### src/rtl/pwm_timer.sv
module pwm_timer #(
  parameter int NCH    = 4,
  parameter int CW     = 16,
  parameter int ADDR_W = $clog2(4 + 2 * NCH)
) (
  input  logic              clk,
  input  logic              rst_n,
  input  logic              wr_en,
  input  logic [ADDR_W-1:0] wr_addr,
  input  logic [CW-1:0]     wr_data,
  input  logic [ADDR_W-1:0] rd_addr,
  output logic [CW-1:0]     rd_data,
  output logic [CW-1:0]     count,
  output logic [NCH-1:0]    pwm_out
);
  localparam int NPAIR = NCH / 2;
  localparam int PSW   = 3;
  localparam int PREW  = (1 << PSW) - 1;

  logic [PSW-1:0]   ps;
  logic             center, decode_en, up;
  logic [NPAIR-1:0] pair_en;
  logic [CW-1:0]    mod_buf, mod_act, cnt, nxt;
  logic [PREW-1:0]  pre;
  logic [PREW:0]    pmask;
  logic             tick, up_nxt, reload;

  logic [CW-1:0] cv_buf  [NCH];
  logic [CW-1:0] cv_act  [NCH];
  logic [3:0]    ctl     [NCH];
  logic [3:0]    ctl_req [NCH];
  logic [NCH-1:0] req_v;

  assign pmask  = ({{PREW{1'b0}}, 1'b1} << ps) - {{PREW{1'b0}}, 1'b1};
  assign tick   = (pre & pmask[PREW-1:0]) == pmask[PREW-1:0];
  assign reload = tick && (nxt == '0);
  assign count  = cnt;

  always_comb begin
    if (!center)              nxt = (cnt >= mod_act) ? '0 : cnt + 1'b1;
    else if (mod_act == '0)   nxt = '0;
    else if (up)              nxt = (cnt >= mod_act) ? cnt - 1'b1 : cnt + 1'b1;
    else                      nxt = (cnt == '0) ? cnt + 1'b1 : cnt - 1'b1;
    if (!center)  up_nxt = 1'b1;
    else if (up)  up_nxt = !(cnt >= mod_act);
    else          up_nxt = (cnt <= CW'(1));
  end

  always_ff @(posedge clk or negedge rst_n) begin
    if (!rst_n) begin
      pre <= '0; cnt <= '0; up <= 1'b1; mod_act <= '0;
    end else begin
      pre <= pre + 1'b1;
      if (tick) begin
        cnt <= nxt;
        up  <= up_nxt;
        if (reload) mod_act <= mod_buf;
      end
    end
  end

  always_ff @(posedge clk or negedge rst_n) begin
    if (!rst_n) begin
      ps <= '0; center <= 1'b0; decode_en <= 1'b0; mod_buf <= '0; pair_en <= '0;
    end else if (wr_en) begin
      if (wr_addr == ADDR_W'(0)) begin
        ps        <= wr_data[PSW-1:0];
        center    <= wr_data[3];
        decode_en <= wr_data[4];
      end
      if (wr_addr == ADDR_W'(1)) mod_buf <= wr_data;
      if (wr_addr == ADDR_W'(2)) pair_en <= wr_data[NPAIR-1:0];
    end
  end

  for (genvar i = 0; i < NCH; i++) begin : g_ch
    logic act, en;

    always_ff @(posedge clk or negedge rst_n) begin
      if (!rst_n) begin
        ctl[i] <= '0; ctl_req[i] <= '0; req_v[i] <= 1'b0;
        cv_buf[i] <= '0; cv_act[i] <= '0;
      end else begin
        req_v[i] <= 1'b0;
        if (req_v[i] && (ctl_req[i] == '0 || ctl[i] == '0)) ctl[i] <= ctl_req[i];
        if (wr_en && wr_addr == ADDR_W'(4 + 2 * i)) begin
          ctl_req[i] <= wr_data[3:0];
          req_v[i]   <= 1'b1;
        end
        if (wr_en && wr_addr == ADDR_W'(5 + 2 * i)) cv_buf[i] <= wr_data;
        if (reload) cv_act[i] <= cv_buf[i];
      end
    end

    if (i % 2 == 0) begin : g_even
      assign act = pair_en[i/2] ? (cnt >= cv_act[i] && cnt < cv_act[i+1]) : (cnt < cv_act[i]);
      assign en  = ctl[i][1:0] == 2'd2 && ctl[i][3:2] != 2'd0 && !decode_en;
    end else begin : g_odd
      assign act = cnt < cv_act[i];
      assign en  = ctl[i][1:0] == 2'd2 && ctl[i][3:2] != 2'd0 && !decode_en && !pair_en[i/2];
    end

    assign pwm_out[i] = en && (ctl[i][3] ? act : !act);
  end

  always_comb begin
    rd_data = '0;
    if (rd_addr == ADDR_W'(0)) rd_data = {{(CW-PSW-2){1'b0}}, decode_en, center, ps};
    if (rd_addr == ADDR_W'(1)) rd_data = mod_buf;
    if (rd_addr == ADDR_W'(2)) rd_data = {{(CW-NPAIR){1'b0}}, pair_en};
    for (int i = 0; i < NCH; i++) begin
      if (rd_addr == ADDR_W'(4 + 2 * i)) rd_data = {{(CW-4){1'b0}}, ctl[i]};
      if (rd_addr == ADDR_W'(5 + 2 * i)) rd_data = cv_buf[i];
    end
  end
endmodule


### config.mk
export PLATFORM = sky130hd
export DESIGN_NAME = pwm_timer
export DESIGN_NICKNAME = d
export VERILOG_FILES = /design/src/rtl/pwm_timer.sv
export SDC_FILE = /design/constraint.sdc
export NUM_CORES = 1
export LEC_CHECK = 0
export BUFFER_PORTS_ARGS = -buffer_cell sky130_fd_sc_hd__clkbuf_2
export CORE_ASPECT_RATIO = 1.5
export CORE_MARGIN = 2
export CORE_UTILIZATION = 40
export CTS_CLUSTER_DIAMETER = 30
export DETAILED_ROUTE_END_ITERATION = 8
export PLACE_DENSITY = 0.57
export SYNTH_ARGS = -nofsm -noshare
export SYNTH_HDL_FRONTEND = slang
export SYNTH_SLANG_ARGS = --single-unit
export TNS_END_PERCENT = 20
### constraint.sdc
create_clock -name clk -period 4.1 [get_ports clk]
set_input_delay 0.205 -clock clk [delete_from_list [all_inputs] [get_ports clk]]
set_output_delay 0.205 -clock clk [all_outputs]
set_load 0.005 [all_outputs]
==> impl_results.md <==
- DR iter-0 viols: 451
- Port Buffer Count: 62
- Beginning of the worst register-to-register path: mod_act[12]$_DFFE_PN0P_
- Netlist area before placement: 13,000 sq um
- Clock-pin transition on the worst setup and hold timing paths: 50 ps
- Met2 demand-to-capacity share in global routing: 38.0%
- Initial cell density of the core: 40.8%
- Total detailed-routing wirelength: 36,300 microns
- Cells after Synth: 1,163
- Switching power total: 4.34 mW
- Sequential area share after synthesis: 43.7%
- Number of distinct library cells after synthesis: 84
- Yosys Warn Count: 0
- Peak Freq: 238 MHz
- Worst hold path depth: 2
- Filler cell count: 2,883
- Most used DFF post-synth: sky130_fd_sc_hd__dfrtp_1
- Setup ws final: -101 ps
- Number of failing hold endpoints at the final stage: 0
- Switching fraction of total power: 34.1%
- Detail-routed via count per cell: 5.45
- Fraction of power consumed by the clock network: 32.5%
- Worst reg2reg setup slack: -100 ps
- Number of clock sinks seen by CTS: 227
- Syn nets: 1,273
- Seq pwr share: 28.7%
- Detail Placement HPWL: 25,700 microns
- Clock latency of the later-clocked register in the worst-skew pair: 550 ps
- Critical-path maximum fanout: 19
- CTS Buffer Depth: 3
- Static leakage: 7.94 nW
- Setup repair after global routing missed its margin: yes
- Internal portion of total power: 8.38 mW
- Core region area: 31,900 sq um
- GR met1 Demand/Resource: 26.6%
- Antenna violations before repair: 0
- Number of non-filler instances in the completed layout: 1,784
- Relative max-transition margin: 34.7%
- Pwr per Cell Area: 785 nW/um^2
- Setup-violating endpoint count in the final report: 80
- Path category of the worst min-delay check: in -> reg
- Global-route wire length before repair: 56,900 microns
- Area Growth Syn to Fin: 24.5%
- I/O pin count: 63
- Worst Setup SP: mod_act[12]$_DFFE_PN0P_
- Final-stage net count: 1,445
- Number of clock buffers inserted by TritonCTS: 47
- Leading cell type in the layout, fill and taps excluded: sky130_fd_sc_hd__dfrtp_1
- Largest clock skew in the final design: 14.0 ps
- CTS H-Tree Depth: 2
- Clock tree from TritonCTS: built
- Setup crit start kind: register
- Number of pins with negative max-slew slack in the final report: 0
- Leading cell types in the layout, fill and taps excluded: 226 x sky130_fd_sc_hd__dfrtp_1, 114 x sky130_fd_sc_hd__mux2_2, 98 x sky130_fd_sc_hd__inv_1
- Worst slack, placed: -176 ps
- Worst hold path startpoint: wr_data[8]
- Worst reg2reg endpoint: cv_act[37]$_DFFE_PN0P_
- Most used routing layer in global routing: met2
- Number of maximum-capacitance constraint violations: 0
- Shortest clock period the worst path allows after layout: 4200 ps
- Antenna-violating nets left: 0
- Chip Height: 225 microns
- Average wire per cell in the routed design: 20.3 microns
- Avg Inst Size Synth: 11.2 sq um
- Number of global-route vias before repair: 10,100
- Share of power burned in combinational logic: 38.8%
- First-pass iteration count of the detailed router: 5
- Violated checks: negative setup slack
- Maximum number of pins on one net before global-route repair: 96
- Critical path class: reg -> reg
- Flip-flop and latch count after synthesis: 227
- Row Count: 80
- DP Cell Count: 1,679
- CTS root buffer: sky130_fd_sc_hd__clkbuf_16
- Outcome: finished, violations left
- Number of enable flip-flop cells after synthesis: 0
- Worst hold slack across all endpoints: 30.5 ps
- Die Wd: 151 microns
- Critical Path Sink Type: register
- Share of flip-flops with an asynchronous set or reset: 100%
- Worst reg-to-reg path cell count: 13
- Via Count: 9,720
- Fraction of final layout cells with drive strength greater than 1: 33.5%
- Worst setup endpoint: cv_act[37]$_DFFE_PN0P_
- Worst-Margin Slew: 978 ps
- Period Utilization, post-route: 102%
- Global-route total usage across every layer: 22.0%
- Post-route DRC: 0
- Weighted congestion reported at the end of routability-driven placement: 0.889
- Die Area: 34,000 sq um
- Final antenna diode count: 0
- IR Drop Worst-Case VDD: 0.000427 V
- Remaining global-route overflow: 0
- Critical path arrival: 4620 ps
- Met3 global-route usage: 3.97%
- Endpoint required time on the critical path: 4520 ps
-- cells in the mapped netlist, types with 4 or more instances --
| library cell | instances | area [sq um] |
|---|---|---|
| sky130_fd_sc_hd__a22oi_1 | 22 | 165 |
| sky130_fd_sc_hd__or4_1 | 5 | 37.5 |
| sky130_fd_sc_hd__dfrtp_1 | 226 | 5660 |
| sky130_fd_sc_hd__nor4_1 | 18 | 113 |
| sky130_fd_sc_hd__inv_1 | 98 | 368 |
| sky130_fd_sc_hd__or3_1 | 6 | 37.5 |
| sky130_fd_sc_hd__clkbuf_1 | 26 | 97.6 |
| sky130_fd_sc_hd__mux2_2 | 114 | 1280 |
| sky130_fd_sc_hd__nand4_1 | 15 | 93.8 |
| sky130_fd_sc_hd__o21a_1 | 6 | 45.0 |
| sky130_fd_sc_hd__o22ai_1 | 6 | 37.5 |
| sky130_fd_sc_hd__a21o_1 | 21 | 158 |
| sky130_fd_sc_hd__xnor2_1 | 4 | 35.0 |
| sky130_fd_sc_hd__a22o_1 | 5 | 43.8 |
| sky130_fd_sc_hd__ha_1 | 83 | 1040 |
| sky130_fd_sc_hd__o21ai_0 | 46 | 230 |
| sky130_fd_sc_hd__a21oi_1 | 49 | 245 |
| sky130_fd_sc_hd__buf_12 | 8 | 160 |
| sky130_fd_sc_hd__nand2_1 | 88 | 330 |
| sky130_fd_sc_hd__nor2_1 | 36 | 135 |
| sky130_fd_sc_hd__xor2_1 | 5 | 43.8 |
| sky130_fd_sc_hd__o31ai_1 | 5 | 37.5 |
| sky130_fd_sc_hd__a31oi_1 | 9 | 56.3 |
| sky130_fd_sc_hd__o211ai_1 | 5 | 37.5 |
| sky130_fd_sc_hd__mux2_4 | 77 | 1160 |
| sky130_fd_sc_hd__nand3b_1 | 5 | 37.5 |
| sky130_fd_sc_hd__and3_1 | 5 | 31.3 |
| sky130_fd_sc_hd__nor2b_1 | 10 | 62.6 |
| sky130_fd_sc_hd__nand3_1 | 35 | 175 |
| sky130_fd_sc_hd__nand2b_1 | 12 | 75.1 |
| sky130_fd_sc_hd__a221oi_1 | 5 | 43.8 |
| sky130_fd_sc_hd__and4_1 | 5 | 43.8 |
| sky130_fd_sc_hd__mux2i_1 | 14 | 140 |
| sky130_fd_sc_hd__nor3_1 | 21 | 105 |
-- timing repair --
item / 4_1_cts / 5_1_grt
setup buffers: 0 / 5
resized for setup: 10 / 6
pin swaps: 2 / 0
hold buffers: 11 / 0
endpoints found under the setup margin: 80 / 81
endpoints found under the hold margin: 112 / 0
cloned: 1 / 0
-- metal layers --
metal | wire length [microns] | vias to the layer above
li1 | - | 4585
met1 | 14600 | 4825
met2 | 18600 | 240
met3 | 1680 | 70
met4 | 1350 | 0
met5 | 0 | -
-- layout make-up --
type	instances	area, sq um	share of cell area [%]
clock buffer	56	1290	7.98
clock inverter	32	459	2.83
inverter	98	368	2.27
multi-input combinational	792	6650	41.1
sequential	227	5680	35.1
tap	410	513	3.17
timing repair buffer	169	1240	7.64
-- power groups by stage --
stage / clock, mW / combinational (mW) / sequential [mW]
2_1_floorplan: 0 / 3.29 / 3.48
3_3_place_gp: 0 / 4.71 / 3.66
3_5_place_dp: 0 / 4.81 / 3.67
5_1_grt: 4.33 / 5.48 / 3.75
4_1_cts: 4.21 / 4.91 / 3.65
6_report: 4.14 / 4.94 / 3.65
-- state kept, by name, summed over array words and instances (netlist names) --
name and flops:
center 1, count 16, ctl 16, ctl_req 16, cv_act 64, cv_buf 64
decode_en 1, mod_act 16, mod_buf 16, pair_en 2, pre 7, ps 3
req_v 4, up 1
-- per-stage QoR --
| stage | utilization, % | power (mW) | instance area (sq um) | TNS [ps] |
|---|---|---|---|---|
| floorplan | - | 6.77 | 13000 | 0 |
| global placement | 44.5 | 8.37 | 14200 | -2650 |
| detailed placement | 44.5 | 8.49 | 14200 | -9640 |
| CTS | 50.5 | 12.8 | 16100 | -2420 |
| global route | 50.8 | 13.6 | 16200 | -18970 |
| finish | 50.8 | 12.7 | 16200 | -5820 |
-- cell families (layout without fill, tap and decap cells) --
| logic type | after synthesis | after routing | synth area share, % |
|---|---|---|---|
| buffers and inverters | 144 | 355 | 5.57 |
| flip-flops | 227 | 227 | 43.7 |
| AO/OA/AOI/OAI | 216 | 216 | 11.3 |
| XOR/XNOR | 9 | 9 | 0.606 |
| multiplexers | 206 | 206 | 20.0 |
| AND/OR/NAND/NOR | 278 | 278 | 10.9 |
| adder cells (fa/ha/maj) | 83 | 83 | 7.98 |
-- critical path: stages (launching register included) --
cell	delay (ps)
sky130_fd_sc_hd__dfrtp_1	380
sky130_fd_sc_hd__or4_4	570
sky130_fd_sc_hd__buf_6	140
sky130_fd_sc_hd__o41ai_4	310
sky130_fd_sc_hd__buf_4	200
sky130_fd_sc_hd__nand2_1	60
sky130_fd_sc_hd__a31oi_1	220
sky130_fd_sc_hd__nand2_1	100
sky130_fd_sc_hd__o311ai_2	340
sky130_fd_sc_hd__o2111ai_1	160
sky130_fd_sc_hd__or4_1	410
sky130_fd_sc_hd__or4b_4	620
sky130_fd_sc_hd__buf_16	230
sky130_fd_sc_hd__mux2_4	310
-- worst min path at each step --
| stage | end | slack (ps) |
|---|---|---|
| detailed placement | ctl_req[13]$_DFFE_PN0P_ | 200 |
| CTS | cv_buf[36]$_DFFE_PN0P_ | 10 |
| global placement | ctl_req[13]$_DFFE_PN0P_ | 190 |
| global route | mod_buf[8]$_DFFE_PN0P_ | 30 |
| finish | mod_buf[8]$_DFFE_PN0P_ | 30 |
| floorplan | center$_DFFE_PN0P_ | -90 |
Note: power is estimated with default switching activity, not from simulation.
